**src/rtl/div_scan.sv**
```systemverilog
module div_scan #(
  parameter int W  = 32,
  parameter int DW = 8
) (
  input  logic          clk,
  input  logic          rst_n,
  input  logic          start,
  input  logic [W-1:0]  dco_rate,
  input  logic [W-1:0]  out_min,
  input  logic [W-1:0]  out_max,
  input  logic [DW-1:0] div_max,
  input  logic          accept,
  output logic          busy,
  output logic          cand_valid,
  output logic [DW-1:0] cand_div,
  output logic [W-1:0]  cand_rate,
  output logic          done,
  output logic          found,
  output logic [DW-1:0] sel_div,
  output logic [W-1:0]  sel_rate
);
  localparam int CW = $clog2(W + 1);

  typedef enum logic [2:0] {S_IDLE, S_LO, S_HI, S_DIV, S_OFFER} st_t;

  st_t            st;
  logic [W-1:0]   dco_q, omin_q, omax_q, first_q;
  logic [DW-1:0]  dmax_q, last_q, cur;
  logic [W-1:0]   quo, rem, den;
  logic [CW-1:0]  cnt;
  logic           done_q, found_q;
  logic [DW-1:0]  sel_div_q;
  logic [W-1:0]   sel_rate_q;

  logic [W:0]     rem_sh;
  logic           ge;
  logic           div_rdy;
  logic [W-1:0]   ceil_q, first_nx, dmax_w;
  logic [DW-1:0]  last_nx;

  assign rem_sh   = {rem, quo[W-1]};
  assign ge       = rem_sh >= {1'b0, den};
  assign div_rdy  = (cnt == '0);
  assign ceil_q   = quo + W'(rem != '0);
  assign first_nx = (ceil_q == '0) ? W'(1) : ceil_q;
  assign dmax_w   = W'(dmax_q);
  assign last_nx  = (quo < dmax_w) ? quo[DW-1:0] : dmax_q;

  assign busy       = (st != S_IDLE);
  assign cand_valid = (st == S_OFFER);
  assign cand_div   = cur;
  assign cand_rate  = quo;
  assign done       = done_q;
  assign found      = found_q;
  assign sel_div    = sel_div_q;
  assign sel_rate   = sel_rate_q;

  always_ff @(posedge clk or negedge rst_n) begin
    if (!rst_n) begin
      st <= S_IDLE;
      dco_q <= '0; omin_q <= '0; omax_q <= '0; first_q <= '0;
      dmax_q <= '0; last_q <= '0; cur <= '0;
      quo <= '0; rem <= '0; den <= '0; cnt <= '0;
      done_q <= 1'b0; found_q <= 1'b0;
      sel_div_q <= '0; sel_rate_q <= '0;
    end else begin
      if (st != S_IDLE && st != S_OFFER && !div_rdy) begin
        quo <= {quo[W-2:0], ge};
        rem <= ge ? W'(rem_sh - {1'b0, den}) : rem_sh[W-1:0];
        cnt <= cnt - 1'b1;
      end
      case (st)
        S_IDLE: if (start) begin
          dco_q   <= dco_rate;
          omin_q  <= (out_min == '0) ? W'(1) : out_min;
          omax_q  <= (out_max == '0) ? '1 : out_max;
          dmax_q  <= div_max;
          done_q  <= 1'b0;
          found_q <= 1'b0;
          quo <= dco_rate; rem <= '0; cnt <= CW'(W);
          den <= (out_max == '0) ? '1 : out_max;
          st  <= S_LO;
        end
        S_LO: if (div_rdy) begin
          first_q <= first_nx;
          quo <= dco_q; rem <= '0; cnt <= CW'(W); den <= omin_q;
          st  <= S_HI;
        end
        S_HI: if (div_rdy) begin
          last_q <= last_nx;
          if (first_q > W'(last_nx)) begin
            done_q <= 1'b1;
            st     <= S_IDLE;
          end else begin
            cur <= first_q[DW-1:0];
            quo <= dco_q; rem <= '0; cnt <= CW'(W); den <= first_q;
            st  <= S_DIV;
          end
        end
        S_DIV: if (div_rdy) st <= S_OFFER;
        S_OFFER: begin
          if (accept) begin
            done_q     <= 1'b1;
            found_q    <= 1'b1;
            sel_div_q  <= cur;
            sel_rate_q <= quo;
            st         <= S_IDLE;
          end else if (cur == last_q) begin
            done_q <= 1'b1;
            st     <= S_IDLE;
          end else begin
            cur <= cur + 1'b1;
            quo <= dco_q; rem <= '0; cnt <= CW'(W); den <= W'(cur + 1'b1);
            st  <= S_DIV;
          end
        end
        default: st <= S_IDLE;
      endcase
    end
  end

  p_rate_in_window_r5: assert property (@(posedge clk) disable iff (!rst_n)
    cand_valid |-> (cand_rate >= omin_q && cand_rate <= omax_q));
  p_div_in_range_r4: assert property (@(posedge clk) disable iff (!rst_n)
    cand_valid |-> (cand_div != '0 && cand_div <= dmax_q));
  p_single_cycle_offer_r5: assert property (@(posedge clk) disable iff (!rst_n)
    cand_valid |=> !cand_valid);
  p_stop_on_take_r6: assert property (@(posedge clk) disable iff (!rst_n)
    (cand_valid && accept) |=> (done && found && sel_div == $past(cand_div)
                                && sel_rate == $past(cand_rate)));
  p_no_offer_when_done_r7: assert property (@(posedge clk) disable iff (!rst_n)
    done |-> (!cand_valid && !busy));
  p_start_clears_done_r8: assert property (@(posedge clk) disable iff (!rst_n)
    (start && !busy) |=> !done);
endmodule

```
**config.mk**
```make
export PLATFORM = sky130hd
export DESIGN_NAME = div_scan
export DESIGN_NICKNAME = d
export VERILOG_FILES = /design/src/rtl/div_scan.sv
export SDC_FILE = /design/constraint.sdc
export NUM_CORES = 1
export LEC_CHECK = 0
export BUFFER_PORTS_ARGS = -buffer_cell sky130_fd_sc_hd__buf_2
export CORE_AREA = 10 10 237 239
export DETAILED_ROUTE_END_ITERATION = 8
export DIE_AREA = 0 0 247 249
export GPL_TIMING_DRIVEN = 0
export PLACE_DENSITY = 0.44
export SYNTH_ARGS = -nofsm -noshare
export SYNTH_HDL_FRONTEND = slang
export SYNTH_SLANG_ARGS = --single-unit
```
**constraint.sdc**
```tcl
create_clock -name clk -period 5.84 [get_ports clk]
set_input_delay 1.168 -clock clk [delete_from_list [all_inputs] [get_ports clk]]
set_output_delay 1.168 -clock clk [all_outputs]
set_load 0.03 [all_outputs]
```
; Word level (Yosys, flattened, before mapping)
; Index checks and enable logic that the tools add are counted.
[classes]
eq_ne = 16
addsub = 5
muxes = 57
n_reduce_logical = 23
order_cmp = 3
[ops]
columns = op, n
row1 = 32-bit two-way mux, 24
row2 = 32-bit one-hot mux with 4 select lines, 3
row3 = 32-bit logical NOT, 3
row4 = 6-bit two-way mux, 7
row5 = 8-bit two-way mux, 5
row6 = 33-bit by 32-bit >= comparator with 1-bit output, 1
row7 = 32-bit by 1-bit adder with 32-bit output, 1
row8 = 32-bit by 8-bit greater-than comparator with 1-bit output, 1
row9 = 32-bit by 8-bit < comparator with 1-bit output, 1
row10 = 32-bit nonzero test, 1
row11 = 32-bit subtractor, 1
row12 = 6-bit one-hot mux with 4 select lines, 1
row13 = 2-bit != test (second input constant), 9
row14 = 8-bit one-hot mux with 2 select lines, 1
row15 = 3-bit one-hot mux with 5 select lines, 1
row16 = 3-bit two-way mux, 4
row17 = 5-bit AND reduction, 2
row18 = 8-bit by 1-bit adder with 9-bit output (second input constant), 1
row19 = 8-bit by 1-bit adder with 8-bit output (second input constant), 1
row20 = 8-bit == test, 1
row21 = 2-bit AND reduction, 4
row22 = 7-bit AND reduction, 1
row23 = 3-bit by 2-bit == test with 1-bit output (second input constant), 2
row24 = 6-bit logical NOT, 1
row25 = 17 further kinds, 27
[word_totals]
elab_cells = 119
input_bits = 108
register_bits = 267

; Depth between registers and ports, before layout
; Gate-level depths: netlist of the first run.
[logic_depth]
word_depth = 7
ltp_mapped = 17
depth_no_buf = 16

; Worst setup path after synthesis of the first run
; No wires, ideal clock.
[synth_timing]
kind = reg-to-reg
from = register quo[1] (netlist: cand_rate[1])
to = register den[5]
path_stages_with_launch = 16
arrival_time_ps = 3930
setup_time_ps = 125
slack_ps = 1785
n_path_buf = 1
required_time_ps = 5715
cell_sequence = dfrtp_1 ha_1 a21o_1 a21o_1 a21oi_1 o21ai_1 mux2i_1 ha_1 nor2b_1 o21a_1 o21a_1 o21bai_1 a2111oi_0 a211oi_1 clkbuf_1 mux2_2
[synth_between]
elab_chain_cells = 5
[synth_rtl]
columns = item, line_no
row1 = start: declaration, 29  ; logic [W-1:0] quo, rem, den;
row2 = start signal: assignment, 68  ; quo <= {quo[W-2:0], ge};
row3 = 32-bit by 8-bit < comparator with 1-bit output, 47  ; assign last_nx = (quo < dmax_w) ? quo[DW-1:0] : dmax_q;
row4 = 8-bit two-way mux (*), 47
row5 = 32-bit by 8-bit greater-than comparator with 1-bit output (*), 91  ; if (first_q > W'(last_nx)) begin
row6 = 2-bit != test (no source line) (*), -
row7 = 7-bit AND reduction (no source line) (*), -
row8 = end signal: assignment, 81  ; den <= (out_max == '0) ? '1 : out_max;
row9 = end: declaration, 29
; Mark *: on every way between the ends. The rest lies on a longest branch, timed or not.
; A chain may end at the register's enable or synchronous reset.

; Worst setup path after layout of the first run
[layout_timing]
from = register quo[7] (netlist: cand_rate[7])
to = register quo[29] (netlist: cand_rate[29])
[layout_between]
elab_chain_cells = 6
[layout_rtl]
columns = item, line_no
row1 = 32-bit by 8-bit < comparator with 1-bit output, 47
row2 = 8-bit two-way mux (*), 47
row3 = 32-bit by 8-bit greater-than comparator with 1-bit output (*), 91
row4 = 32-bit two-way mux (*), 91
row5 = 32-bit two-way mux (*), 89  ; S_HI: if (div_rdy) begin
row6 = 32-bit one-hot mux with 4 select lines (*), 72  ; case (st)
; Marks and branches as above.

==> results of run 1 <==
cells in the mapped netlist (29+ instances only):
cell type  number
a311oi_1       29
nand2_1       279
a21oi_1        61
ha_1           51
nand4_1        33
nand3_1        31
buf_2          32
mux2_2         51
nor2_1        110
xor2_1         29
xnor2_1        40
o21ai_0       149
dfrtp_1       267
nor4_1         39
mux2i_1        41
a31oi_1        33
clkbuf_1       80
o221ai_1       33
inv_1          91
metal layers:
layer  global-route usage  part of all wire
met1                0.227              0.42
met5                    0           0.00097
met4               0.0640             0.031
met2                0.316              0.49
met3               0.0410             0.062
area by class of cell:
class                      count  area, um^2
sequential                   267        6680
multi-input combinational   1225        7710
fill                        5396       32900
clock inverter                 8         120
tap                          680         851
timing repair buffer         193        1020
clock buffer                  54        1070
buffer                       123         524
inverter                      91         342
power breakdown:
group	leakage, nW	internal (mW)	total (mW)	switching (mW)
clock network	0.579	1.39	2.26	0.870
registers	3.26	1.85	1.85	0
logic	4.93	0.0354	0.112	0.0766
registers in the layout, indices dropped and copies added, names as in the netlist, 3 cells and up:
| name | count |
|---|---|
| cand_div | 8 |
| cand_rate | 32 |
| cnt | 6 |
| dco_q | 32 |
| den | 32 |
| dmax_q | 8 |
| first_q | 32 |
| last_q | 8 |
| omin_q | 32 |
| rem | 32 |
| sel_div | 8 |
| sel_rate | 32 |
| st | 3 |
kinds of logic (layout without fill, tap and decap cells):
family | Yosys count | after routing | synth area share
flip-flops | 267 | 267 | 0.438
buffers and inverters | 214 | 469 | 0.0567
AO/OA/AOI/OAI | 426 | 426 | 0.179
AND/OR/NAND/NOR | 585 | 585 | 0.178
XOR/XNOR | 69 | 69 | 0.0396
adder cells (fa/ha/maj) | 52 | 52 | 0.0432
multiplexers | 93 | 93 | 0.0656
worst max-delay path, cell delays in order, from the launching register on:
cell	delay, ns
dfrtp_1	0.44
ha_1	0.41
a211oi_1	0.32
nand4_1	0.26
a311oi_1	0.26
o21ai_1	0.33
mux2i_1	0.35
ha_1	0.29
nor2b_1	0.13
o21a_1	0.17
o21a_1	0.17
o21bai_1	0.17
a2111oi_0	0.17
a211oi_2	0.68
clkbuf_2	0.51
buf_2	0.41
o221ai_1	0.15
worst max path at each step:
| stage | cells past startpoint | endpoint | startpoint | slack, ns |
|---|---|---|---|---|
| 2_1_floorplan | 15 | den[5]$_DFFE_PN0P_ | cand_rate[1]$_DFF_PN0_ | 1.78 |
| 6_report | 16 | cand_rate[29]$_DFF_PN0_ | cand_rate[7]$_DFF_PN0_ | 0.44 |
| 3_5_place_dp | 16 | cand_rate[29]$_DFF_PN0_ | cand_rate[7]$_DFF_PN0_ | -0.31 |
| 5_1_grt | 16 | cand_rate[29]$_DFF_PN0_ | cand_rate[7]$_DFF_PN0_ | 0.12 |
| 3_3_place_gp | 1 | den[26]$_DFFE_PN0P_ | rst_n | -1.82 |
| 4_1_cts | 16 | cand_rate[29]$_DFF_PN0_ | cand_rate[7]$_DFF_PN0_ | 0.05 |
what timing repair did:
item                                   in CTS  in global routing
cloned                                      0                  0
setup buffers                               0                  0
setup endpoints to repair                  81                 75
resized for setup                           1                  3
endpoints found under the hold margin       0                  0
metrics by stage:
stage	utilization	setup TNS (ns)	setup WS [ns]	power, mW
CTS	0.358	0	0.0468	4.27
detailed placement	0.334	-15.12	-0.315	2.00
finish	0.358	0	0.440	4.22
global route	0.358	0	0.123	4.35
global placement	0.333	-489.14	-1.82	1.99
floorplan	-	0	1.78	1.89
==> impl_metrics.toml, run 1 <==
[status]
status = "finished clean"

[drt]
drcViolationCount = 0
post_drt_wl_per_cell_um = 22.2
wirelength_um = 58600
drtPass1Iterations = 5
vias = 14000
drt-initial-drc-count = 991
ant_nets = 0
vias_per_cell = 5.28

[grt]
grt_pass1_wl_um = 88700
grtUsageTotal = 0.186
first_global_vias = 14300
grt_remaining_overflow = 0
antenna_found_initial = 4
grt_max_degree = 115

[place]
place_area_um2 = 17100
numPortBuffers = 191
hpwl_um = 45100
gp_congestion = 0.859
dp_cells = 2579

[logic_synthesis]
async_reset_ff_frac = 1.00
synth_flop_cell = "dfrtp_1"
synth.area.top_cells = "dfrtp_1 44%, nand2_1 6.9%, o21ai_0 4.9%, ha_1 4.2%, mux2_2 3.8%"
synth_area_um2 = 15200
synthesis.instances = 1706
netlist.area_leader.share = 0.438
ys_ff_latch = 267
synth_seq_area_share = 0.438
synth_edf_count = 0
yosys_warnings = 0
post-synth-top-area-cell = "dfrtp_1"
synth_cell_types = 72
syn_area_per_cell_um2 = 8.94
synth_nets = 1866

[cts]
cts_hold_buf = 0
clk_pin_slew_ns = 0.06
clock-sinks = 267
cts_buffer_depth = 3
cts_tree = "built"
htree_num_levels = 2
cts_made_buffers = 35
cts_root_buffer = "clkbuf_16"
clk_latency_ns = 0.55

[finish]
final_cell_area_um2 = 18300
fin_cells = 2641
diodes = 0
area_growth_pct = 20.1
layout_common_cells = "279 x nand2_1, 267 x dfrtp_1, 222 x buf_2, 149 x o21ai_0, 110 x nor2_1"
final_common_cell = "nand2_1"
nets = 2096
drive_gt1_frac = 0.181

[min_path]
holdPathStages = 2
hp-class = "reg2reg"
worstHoldStart = "omin_q[0]$_DFFE_PN0P_"
hold_path_end = "omin_q[0]$_DFFE_PN0P_"

[floorplan]
die_x_um = 247
initial_core_util = 0.298
core_area_um2 = 51200
die-area_um2 = 61500
rows = 83
fp.dieH_um = 249
ioPinCount = 192

[setup_path]
worstPathRequired_ns = 6.24
reg2reg_from = "cand_rate[7]$_DFF_PN0_"
startpoint_type = "register"
end_kind = "register"
worst-r2r-cell-count = 16
crit_fanout = 10
worstSetupPathType = "reg2reg"
r2r-end = "cand_rate[29]$_DFF_PN0_"
cp_data_arrival_time_ns = 5.80
reg2reg_slack_ns = 0.44

[sta]
finalCriticalPeriod_ns = 5.40
timing.hold.ws_ns = 0.468
worst_pin_slew_ns = 1.04
setup_violations = 0
slew_headroom = 0.309
rsz0062_at_grt = "false"
slew_viol_final = 0
fin_skew_ns = 0.0152
clock.fmax_mhz = 185
finalCritPeriodShare = 0.925
final-hold-violation-count = 0

[run]
maxCapViolations = 0

[power_and_ir_drop]
static-leakage-power_nw = 8.77
vdd_drop_max_mv = 0.198
powerDensity_nw_per_um2 = 231
No activity file was read; power rests on OpenSTA's default activity.
==> run 2: changes to the inputs <==
Settings changed: CTS_BUF_LIST set to sky130_fd_sc_hd__clkbuf_4, SLEW_MARGIN set to 20.
==> run 2 against run 1 <==
Highest routed layer unchanged. Critical path depth is the same. Global-route usage grew 0.12 points. Combinational power is essentially flat. Worst setup slack gained 0.046 ns. Non-clock buffer count grew 1. Final cell count grew 2.8%. Largest cell class unchanged. Via count grew 0.93%. Critical path type unchanged. Total power shrank 12%.
==> impl_metrics.toml, run 2 (synthesis gave the netlist of run 1 again) <==
[grt]
grt_remaining_overflow = 0
grtUsageTotal = 0.187
grt_max_degree = 81
antenna_found_initial = 5
grt_pass1_wl_um = 88700
first_global_vias = 14700

[finish]
layout_common_cells = "279 x nand2_1, 267 x dfrtp_1, 222 x buf_2, 149 x o21ai_0, 116 x clkbuf_4"
area_growth_pct = 18.7
final_common_cell = "nand2_1"
nFillCells = 5443
final_cell_area_um2 = 18100
final_core_util = 0.353
nets = 2140
drive_gt1_frac = 0.207

[cts]
cts_tree = "built"
clk_latency_ns = 0.77
cts_buffer_depth = 3
clock-sinks = 267
cts_root_buffer = "clkbuf_4"
cts_made_buffers = 78
clk_pin_slew_ns = 0.06
post-cts-setup-buffer-count = 0
htree_num_levels = 3

[place]
place_area_um2 = 17200
hpwl_um = 45300
gp_congestion = 0.859
numPortBuffers = 191
place_ws_ns = 0.0602

[drt]
drtPass1Iterations = 6
ant_nets = 0
drt-initial-drc-count = 1055
vias_per_cell = 5.19
post_drt_wl_per_cell_um = 21.6
drcViolationCount = 0
wirelength_um = 58700
vias = 14100

[min_path]
hp-class = "in2async"

[sta]
finalCritPeriodShare = 0.917
rsz0062_at_grt = "false"
finalCriticalPeriod_ns = 5.35
final-hold-violation-count = 0
slew_headroom = 0.314
worst_pin_slew_ns = 1.03
slew_viol_final = 0
fin_skew_ns = 0.0269
timing.hold.ws_ns = 0.326
fin_ws_ns = 0.486
clock.fmax_mhz = 187
setup_violations = 0

[status]
status = "finished clean"

[power_and_ir_drop]
total_power_mw = 3.70
vdd_drop_max_mv = 0.115
static-leakage-power_nw = 8.78
powerDensity_nw_per_um2 = 205

[run]
maxCapViolations = 0

[setup_path]
worstSetupPathType = "reg2reg"
startpoint_type = "register"
end_kind = "register"
worstPathRequired_ns = 6.45
crit_fanout = 10
cp_slowest_stage_delay_ns = 0.66
cp_data_arrival_time_ns = 5.96
slowest_stage = "a211oi_2"
cp_cell_sequence = "ha_1, a211oi_1, nand4_1, a311oi_1, o21ai_1, mux2i_1, ha_1, nor2b_1, o21a_1, o21a_1, o21bai_1, a2111oi_0, a211oi_2, clkbuf_2, buf_2, o221ai_1"

[floorplan]
ioPinCount = 192
die_x_um = 247
rows = 83
core_area_um2 = 51200
fp.dieH_um = 249
die-area_um2 = 61500
initial_core_util = 0.298
run 2: repair_timing:
item	4_1_cts	5_1_grt
setup endpoints to repair	0	74
gates resized for setup	0	3
hold buffers	0	0
run 2: report_power, final:
part           leakage [nW]  switching, mW  total (mW)  internal, mW
Combinational          4.94         0.0766       0.114        0.0374
Clock                 0.568          0.845        1.74         0.892
Sequential             3.26              0        1.85          1.85
Total                  8.78          0.921        3.70          2.78
run 2: path summary, 6_finish.rpt:
kind	startpoint	to	slack, ns	depth (start not counted)
worst max-delay path	cand_rate[7]$_DFF_PN0_	cand_rate[29]$_DFF_PN0_	0.49	16
worst min-delay path	rst_n	sel_rate[7]$_DFFE_PN0P_	0.33	1
worst max register to register	cand_rate[7]$_DFF_PN0_	cand_rate[29]$_DFF_PN0_	0.49	16
worst min register to register	omin_q[0]$_DFFE_PN0P_	omin_q[0]$_DFFE_PN0P_	0.47	2
max in group asynchronous	rst_n	omin_q[25]$_DFFE_PN0P_	4.34	3
min in group clk	omin_q[0]$_DFFE_PN0P_	omin_q[0]$_DFFE_PN0P_	0.47	2
run 2: critical path: cells and delay by family, from the launching register on:
| kind | cells | cell delay (ns) |
|---|---|---|
| buffers and inverters | 2 | 0.93 |
| DFF | 1 | 0.44 |
| and+or+nand+nor | 2 | 0.39 |
| AOI/OAI and AO/OA | 9 | 2.37 |
| adders and majority gates | 2 | 0.70 |
| muxes | 1 | 0.35 |
run 2: layer usage:
metal	up-vias	global-route usage	part of all wire
met3	128	0.0490	0.066
met1	6832	0.226	0.42
met4	4	0.0844	0.039
li1	6691	-	-
met5	-	0	0.00044
met2	431	0.307	0.48
run 2: through the flow:
step	cells	setup TNS, ns
finish	2716	0
global route	2715	0
CTS	2713	0
detailed placement	2580	0
global placement	2577	-489.14
floorplan	1706	0
run 2: area by class of cell:
type                            instances  area [um^2]  area share
Antenna cell                            3         7.51    0.000415
Clock buffer                          115          863      0.0477
Tap cell                              680          851      0.0470
Clock inverter                         18         67.6     0.00373
Multi-Input combinational cell       1225         7710       0.426
Buffer                                123          524      0.0290
Sequential cell                       267         6680       0.369
Inverter                               91          342      0.0189
Timing Repair Buffer                  194         1050      0.0580
